==> config.mk <==
export PLATFORM = sky130hd
export DESIGN_NAME = mrb_binarizer
export DESIGN_NICKNAME = d
export VERILOG_FILES = /design/src/rtl/mrb_pkg.sv /design/src/rtl/mrb_stats.sv /design/src/rtl/mrb_decide.sv /design/src/rtl/mrb_binarizer.sv
export SDC_FILE = /design/constraint.sdc
export NUM_CORES = 1
export LEC_CHECK = 0
export ABC_AREA = 1
export BUFFER_PORTS_ARGS = -buffer_cell sky130_fd_sc_hd__buf_2
export CAP_MARGIN = 20
export CORE_ASPECT_RATIO = 1.75
export CORE_UTILIZATION = 52
export DETAILED_ROUTE_END_ITERATION = 8
export PLACE_DENSITY = 0.81
export SLEW_MARGIN = 20
export SYNTH_ARGS = -nofsm -noshare
export SYNTH_HDL_FRONTEND = slang
export SYNTH_SLANG_ARGS = --single-unit
==> constraint.sdc <==
create_clock -name clk_i -period 0.8 [get_ports clk_i]
set_clock_uncertainty 0.15 [all_clocks]
set_input_delay 0.08 -clock clk_i [delete_from_list [all_inputs] [get_ports clk_i]]
set_output_delay 0.08 -clock clk_i [all_outputs]
set_load 0.01 [all_outputs]
==> src/rtl/mrb_pkg.sv <==
package mrb_pkg;
  localparam int unsigned PIX_W_DEF = 8;
endpackage

==> src/rtl/mrb_stats.sv <==
module mrb_stats #(
  parameter int unsigned PIX_W = mrb_pkg::PIX_W_DEF
) (
  input  logic [PIX_W-1:0] lmax_i,
  input  logic [PIX_W-1:0] lmin_i,
  output logic [PIX_W-1:0] mid_o,
  output logic [PIX_W-1:0] contrast_o
);
  logic [PIX_W:0] sum;

  // one extra bit keeps the carry, shift halves it
  always_comb begin
    sum        = {1'b0, lmax_i} + {1'b0, lmin_i};
    mid_o      = sum[PIX_W:1];
    contrast_o = lmax_i - lmin_i;
  end

  always_comb begin
    if (lmax_i >= lmin_i)
      assert_mid_in_range_R3: assert (mid_o >= lmin_i && mid_o <= lmax_i);
  end
endmodule

==> src/rtl/mrb_decide.sv <==
module mrb_decide #(
  parameter int unsigned PIX_W = mrb_pkg::PIX_W_DEF
) (
  input  logic [PIX_W-1:0] pix_i,
  input  logic [PIX_W-1:0] mid_i,
  input  logic [PIX_W-1:0] contrast_i,
  input  logic [PIX_W-1:0] contrast_thr_i,
  output logic             obj_o
);
  localparam logic [PIX_W-1:0] MID_GRAY = PIX_W'(1) << (PIX_W - 1);

  logic low_contrast;

  always_comb begin
    low_contrast = contrast_i < contrast_thr_i;
    if (low_contrast) obj_o = mid_i >= MID_GRAY;
    else              obj_o = pix_i >= mid_i;
  end
endmodule

==> src/rtl/mrb_binarizer.sv <==
module mrb_binarizer #(
  parameter int unsigned PIX_W = mrb_pkg::PIX_W_DEF
) (
  input  logic             clk_i,
  input  logic             rst_ni,
  input  logic             valid_i,
  input  logic [PIX_W-1:0] pix_i,
  input  logic [PIX_W-1:0] lmax_i,
  input  logic [PIX_W-1:0] lmin_i,
  input  logic [PIX_W-1:0] contrast_thr_i,
  output logic             valid_o,
  output logic             obj_o
);
  localparam logic [PIX_W-1:0] MID_GRAY = PIX_W'(1) << (PIX_W - 1);

  logic [PIX_W-1:0] mid;
  logic [PIX_W-1:0] contrast;
  logic             obj_next;

  mrb_stats #(.PIX_W(PIX_W)) u_stats (
    .lmax_i    (lmax_i),
    .lmin_i    (lmin_i),
    .mid_o     (mid),
    .contrast_o(contrast)
  );

  mrb_decide #(.PIX_W(PIX_W)) u_decide (
    .pix_i         (pix_i),
    .mid_i         (mid),
    .contrast_i    (contrast),
    .contrast_thr_i(contrast_thr_i),
    .obj_o         (obj_next)
  );

  always_ff @(posedge clk_i or negedge rst_ni) begin
    if (!rst_ni) begin
      valid_o <= 1'b0;
      obj_o   <= 1'b0;
    end else begin
      valid_o <= valid_i;
      if (valid_i) obj_o <= obj_next;
    end
  end

  assert_valid_follows_R2: assert property (@(posedge clk_i) disable iff (!rst_ni)
    valid_i |=> valid_o);

  assert_idle_holds_R7: assert property (@(posedge clk_i) disable iff (!rst_ni)
    !valid_i |=> $stable(obj_o) && !valid_o);

  assert_bright_pix_object_R4: assert property (@(posedge clk_i) disable iff (!rst_ni)
    (valid_i && lmax_i >= lmin_i && (lmax_i - lmin_i) >= contrast_thr_i && pix_i >= lmax_i)
      |=> obj_o);

  assert_dark_pix_background_R4: assert property (@(posedge clk_i) disable iff (!rst_ni)
    (valid_i && lmax_i >= lmin_i && (lmax_i - lmin_i) >= contrast_thr_i && pix_i < lmin_i)
      |=> !obj_o);

  assert_flat_bright_object_R6: assert property (@(posedge clk_i) disable iff (!rst_ni)
    (valid_i && lmax_i >= lmin_i && (lmax_i - lmin_i) < contrast_thr_i && lmin_i >= MID_GRAY)
      |=> obj_o);

  assert_flat_dark_background_R6: assert property (@(posedge clk_i) disable iff (!rst_ni)
    (valid_i && lmax_i >= lmin_i && (lmax_i - lmin_i) < contrast_thr_i && lmax_i < MID_GRAY)
      |=> !obj_o);
endmodule

==> Word-level counts from Yosys, hierarchy flattened <==
Index checks and enable logic that the tools add are counted.
Widths: inputs -> output; s select.
{ "classes": {"n_addsub": 2, "order_cmp": 3, "n_mux": 1} }
{ "op_table": {"columns": ["op", "count"], "rows": [
  ["$add 8x8->9", 1],
  ["$ge 8x8->1", 1],
  ["$ge 8x8->1 const B", 1],
  ["$lt 8x8->1", 1],
  ["$sub 8x8->8", 1],
  ["$mux 1", 1]
]} }
{ "totals": {"regBits": 2, "out_inout_bits": 2, "word_cells": 8} }

==> Depth between registers and ports, before layout <==
{ "depth": {"depth_word": 3, "ltp_mapped": 22} }

==> Hierarchy <==
A second synthesis with hierarchy kept.
{ "hier_totals": {"hier_cells": 196, "area_unflattened_um2": 1178.6} }
{ "by_module_without_submodules": {"columns": ["mod", "n_inst", "cells_per_inst", "area_per_inst_um2"], "rows": [
  ["mrb_stats", 1, 118, 688.2],
  ["mrb_decide", 1, 72, 425.4],
  ["mrb_binarizer", 1, 6, 65.1]
]} }

==> Worst setup path before layout <==
OpenSTA, ideal clock, no wires.
{ "synth_path": {"path_type": "input to register", "start": "input port lmax_i[0]", "end": "register obj_o", "arrival_time_ns": 1.898, "required_ns": 0.534, "path_slack_ns": -1.365, "path_stages": 15, "path_buffers": 0, "cell_sequence": "ha_1 -> inv_1 -> fa_1 -> nand3b_2 -> nand2_2 -> a31oi_2 -> xor2_1 -> ha_1 -> a21oi_1 -> o21a_1 -> nand2_1 -> nand2_1 -> nand2_1 -> nand2_1 -> nand2_1"} }
{ "synth_via": {"elab_chain_cells": 3, "word_cells_on_any_way": 6, "cone_classes": "add/sub: 2; order compare: 3; mux: 1"} }
{ "synth_lines": {"columns": ["item", "line_no", "source"], "rows": [
  ["start, declared", "mrb_binarizer.sv:8", "input logic [PIX_W-1:0] lmax_i,"],
  ["$add 8x8->9 or $sub 8x8->8 (tied branches)", "mrb_stats.sv:13, mrb_stats.sv:15", null],
  ["$ge 8x8->1 (tied with other cells)", "mrb_decide.sv:17", "else obj_o = pix_i >= mid_i;"],
  ["$mux 1 *", "mrb_decide.sv:16", "if (low_contrast) obj_o = mid_i >= MID_GRAY;"],
  ["end signal, assigned", "mrb_binarizer.sv:41", "if (valid_i) obj_o <= obj_next;"],
  ["end, declared", "mrb_binarizer.sv:12", "output logic obj_o"]
]} }
Mark *: on every way between the ends. The rest lies on a longest branch, timed or not.
A chain may end at the register's enable or synchronous reset.

==> Worst setup path after layout <==
{ "layout_path": {"start": "input port lmin_i[0]", "end": "register obj_o"} }
{ "layout_via": {"elab_chain_cells": 3, "word_cells_on_any_way": 6, "cone_classes": "add/sub: 2; order compare: 3; mux: 1"} }
{ "layout_lines": {"columns": ["item", "line_no", "source"], "rows": [
  ["start, declared", "mrb_binarizer.sv:9", "input logic [PIX_W-1:0] lmin_i,"],
  ["$add 8x8->9 or $sub 8x8->8 (tied branches)", "mrb_stats.sv:13, mrb_stats.sv:15", null],
  ["$ge 8x8->1 (tied with other cells)", "mrb_decide.sv:17", null],
  ["$mux 1 *", "mrb_decide.sv:16", null]
]} }
Marked as above.

==> results.yml <==
clock_network:
  cts.sinks: 2
  cts_hold_buf: 1
  clk_pin_slew_ns: 0.03
  clock-root-buffer: "clkbuf_4"
  cts_inserted_buffers: 3
  cts_tree: "yes"
  clock_latency_ns: 0.23
  ctsLongestPathBuffers: 2
  htreeDepth: 1
placed_design:
  gp_congestion: 0.867
  dpl_cell_area_mm2: 0.00160
  port_buffers: 36
  hpwl_um: 2440
  place_ws_ns: -1.55
timing:
  setup_ws_ns: -1.32
  period_share: 2.65
  fin_crit_ns: 2.12
  holdWs_ns: -0.148
  worst_pin_slew_ns: 0.238
  relSlewSlack: 0.841
  grt_setup_unrepaired: "true"
  maxSlewViolCount: 0
  final-setup-viol-count: 3
  fmax_mhz: 471
  hold_violations: 2
route:
  drc: 0
  vias: 1306
  post_drt_wl_per_cell_um: 11.7
  via_per_inst: 4.98
  routed_wl_um: 3050
  drtAntennaViolNets: 0
  first_iter_violations: 14
  dr.pass1.iters: 4
worst_setup_path:
  critPathMaxStageDelay_ns: 0.40
  crit_path_frequent_cell: "nand2_1"
  crit_required_ns: 0.77
  crit_family: "adder cells"
  r2r_slack_ns: 0.07
  crit_path_start_kind: "primary input"
  r2r_end: "obj_o"
  crit_chain: "buf_6 -> ha_4 -> inv_2 -> fa_2 -> nand3b_4 -> nand2_4 -> a31oi_4 -> xor2_2 -> ha_1 -> a21oi_1 -> o21a_1 -> nand2_1 -> nand2_1 -> nand2_1 -> nand2_1 -> nand2_1"
  worst_r2r_path_depth: 2
  cp-end-kind: "flop"
  crit_path_top_delay_cell: "fa_2"
  startpoint: "lmin_i[0]"
  path_class: "in -> reg"
  crit_buf_inv: 2
  crit_arrival_ns: 2.09
  path_max_fanout: 3
  r2r-start: "obj_o"
die:
  die_x_um: 38.3
  ios: 37
  start_util: 0.558
  rows: 22
  design.core.area_mm2: 0.00215
  die_h_um: 65.5
  die-area_mm2: 0.00251
synthesis:
  yosysTopAreaCell: "ha_1"
  yosysTopAreaCellShare: 0.313
  ys_types: 29
  synth.most_common_cell: "nand2_1"
  synth_area_leaders: "ha_1 (31%), nand2_1 (13%), inv_1 (11%), xor2_1 (7.3%), dfrtp_1 (4.2%)"
  synthFlopType: "dfrtp_1"
  ys_seq_area_frac: 0.0418
  netlist_top_cells_count: "nand2_1 (41), inv_1 (36), ha_1 (30), xor2_1 (10)"
  ys_ff_latch: 2
  synthCells: 171
  yosys_warnings: 0
  synth_edf_count: 0
  synth-async-reset-ratio: 1.00
  syn_area_mm2: 0.00120
  synthesis.nets: 238
  syn_area_per_cell_um2: 7.01
global_routing:
  grt_max_degree: 8
  grt_usage: 0.242
  grt_pass1_vias: 1291
  globalRouteOverflowTotal: 0
  grt_first_pass_wirelength_um: 4490
  antenna_found_initial: 0
final_layout:
  nFillCells: 135
  final_nets: 307
  ff_latch_area_um2: 50.0
  stdcell_area_mm2: 0.00175
  drive_gt1_frac: 0.445
  synthToLayoutAreaGrowth_pct: 45.7
  multiInputGateArea_mm2: 0.00104
  antenna_cells: 0
  final_util: 0.814
power:
  ir_drop_uv: 626
  p_per_area_mw_per_mm2: 1010
  p_leak_uw: 0.00106
min_path:
  hold_end: "valid_o"
  holdCritPathClass: "in -> reg"
  hold_depth: 1
  hp-start: "valid_i"
outcome:
  status: "finished, violations left"
  violations: "hold timing, setup timing"
flow_run:
  drv_cap: 0
logic make-up after synthesis:
group                      synth area share
adders and majority gates             0.347
and+or+nand+nor                       0.245
buffers and inverters                 0.168
AOI/OAI and AO/OA                     0.118
xor gates and xnor gates             0.0804
DFF                                  0.0418
final cells by class:
type,instances,share of cell area
clock buffers,3,0.0129
multi-input cells,124,0.595
well taps,24,0.0172
inverters,42,0.0974
flip-flops and latches,2,0.0287
repair buffers,67,0.249
placed cells by master (no fill, tap or decap):
cell type	Yosys	final
clkinv_1	1	1
o21ai_2	1	1
o21a_1	2	2
nand3_2	5	5
nand2_4	0	1
nand2_1	41	39
fa_2	0	2
dfrtp_1	2	2
xnor2_1	1	1
xor2_1	10	9
nor3_1	1	1
nor2_1	6	6
nand2_2	3	4
inv_4	1	2
a31oi_4	0	1
inv_2	3	6
dlygate4sd3_1	0	1
a21o_2	1	1
ha_4	0	4
clkbuf_4	0	3
buf_6	3	3
a21o_1	1	1
buf_2	0	33
ha_2	0	1
o21bai_1	1	1
a21oi_1	6	6
nand3b_4	0	1
inv_1	36	32
xor2_2	0	1
nor2_2	1	1
nand3_1	4	4
inv_8	1	1
a21oi_2	4	4
nand4_1	1	1
buf_4	0	30
ha_1	30	25
a21oi_4	1	1
state kept, by name, indices dropped and copies added, names as in the netlist:
| register | flops |
|---|---|
| obj_o | 1 |
| valid_o | 1 |
through the flow:
| step | instances | hold slack (ns) | total power (uW) | setup TNS, ns |
|---|---|---|---|---|
| 2_1_floorplan | 171 | -0.366 | 980 | -1.28 |
| 3_3_place_gp | 255 | -0.287 | 1330 | -1.50 |
| 3_5_place_dp | 255 | -0.285 | 1410 | -1.55 |
| 4_1_cts | 260 | -0.159 | 1700 | -1.61 |
| 5_1_grt | 262 | -0.152 | 1940 | -1.79 |
| 6_report | 262 | -0.148 | 1770 | -1.61 |
repair_timing:
item                                    in CTS  in global routing
buffers inserted                             1                  2
hold endpoints to repair                     4                  2
endpoints found under the setup margin       3                  3
pin swaps                                   11                 14
resized for setup                           10                 11
report_power, final:
group          switching [uW]  leakage (uW)  internal (uW)
combinational             740       0.00102            675
clock                    61.5     0.0000138            166
sequential               7.92     0.0000242            120
metal layers:
metal	vias up	part of all wire	track usage
li1	660	-	-
met1	588	0.33	0.196
met2	45	0.60	0.500
met3	13	0.035	0.0135
met4	0	0.040	0.134
met5	-	0	0
worst reg2reg max path: cells and delay by family, from the launching register on:
family | cells | cell delay [ns]
flops | 1 | 0.36
simple gates | 2 | 0.10
worst max path at each step:
stage / cells past startpoint / endpoint
2_1_floorplan: 18 / obj_o
3_3_place_gp: 16 / obj_o
5_1_grt: 18 / obj_o
4_1_cts: 20 / obj_o
6_report: 16 / obj_o
3_5_place_dp: 19 / obj_o
Power figures use the tool's default switching activity.
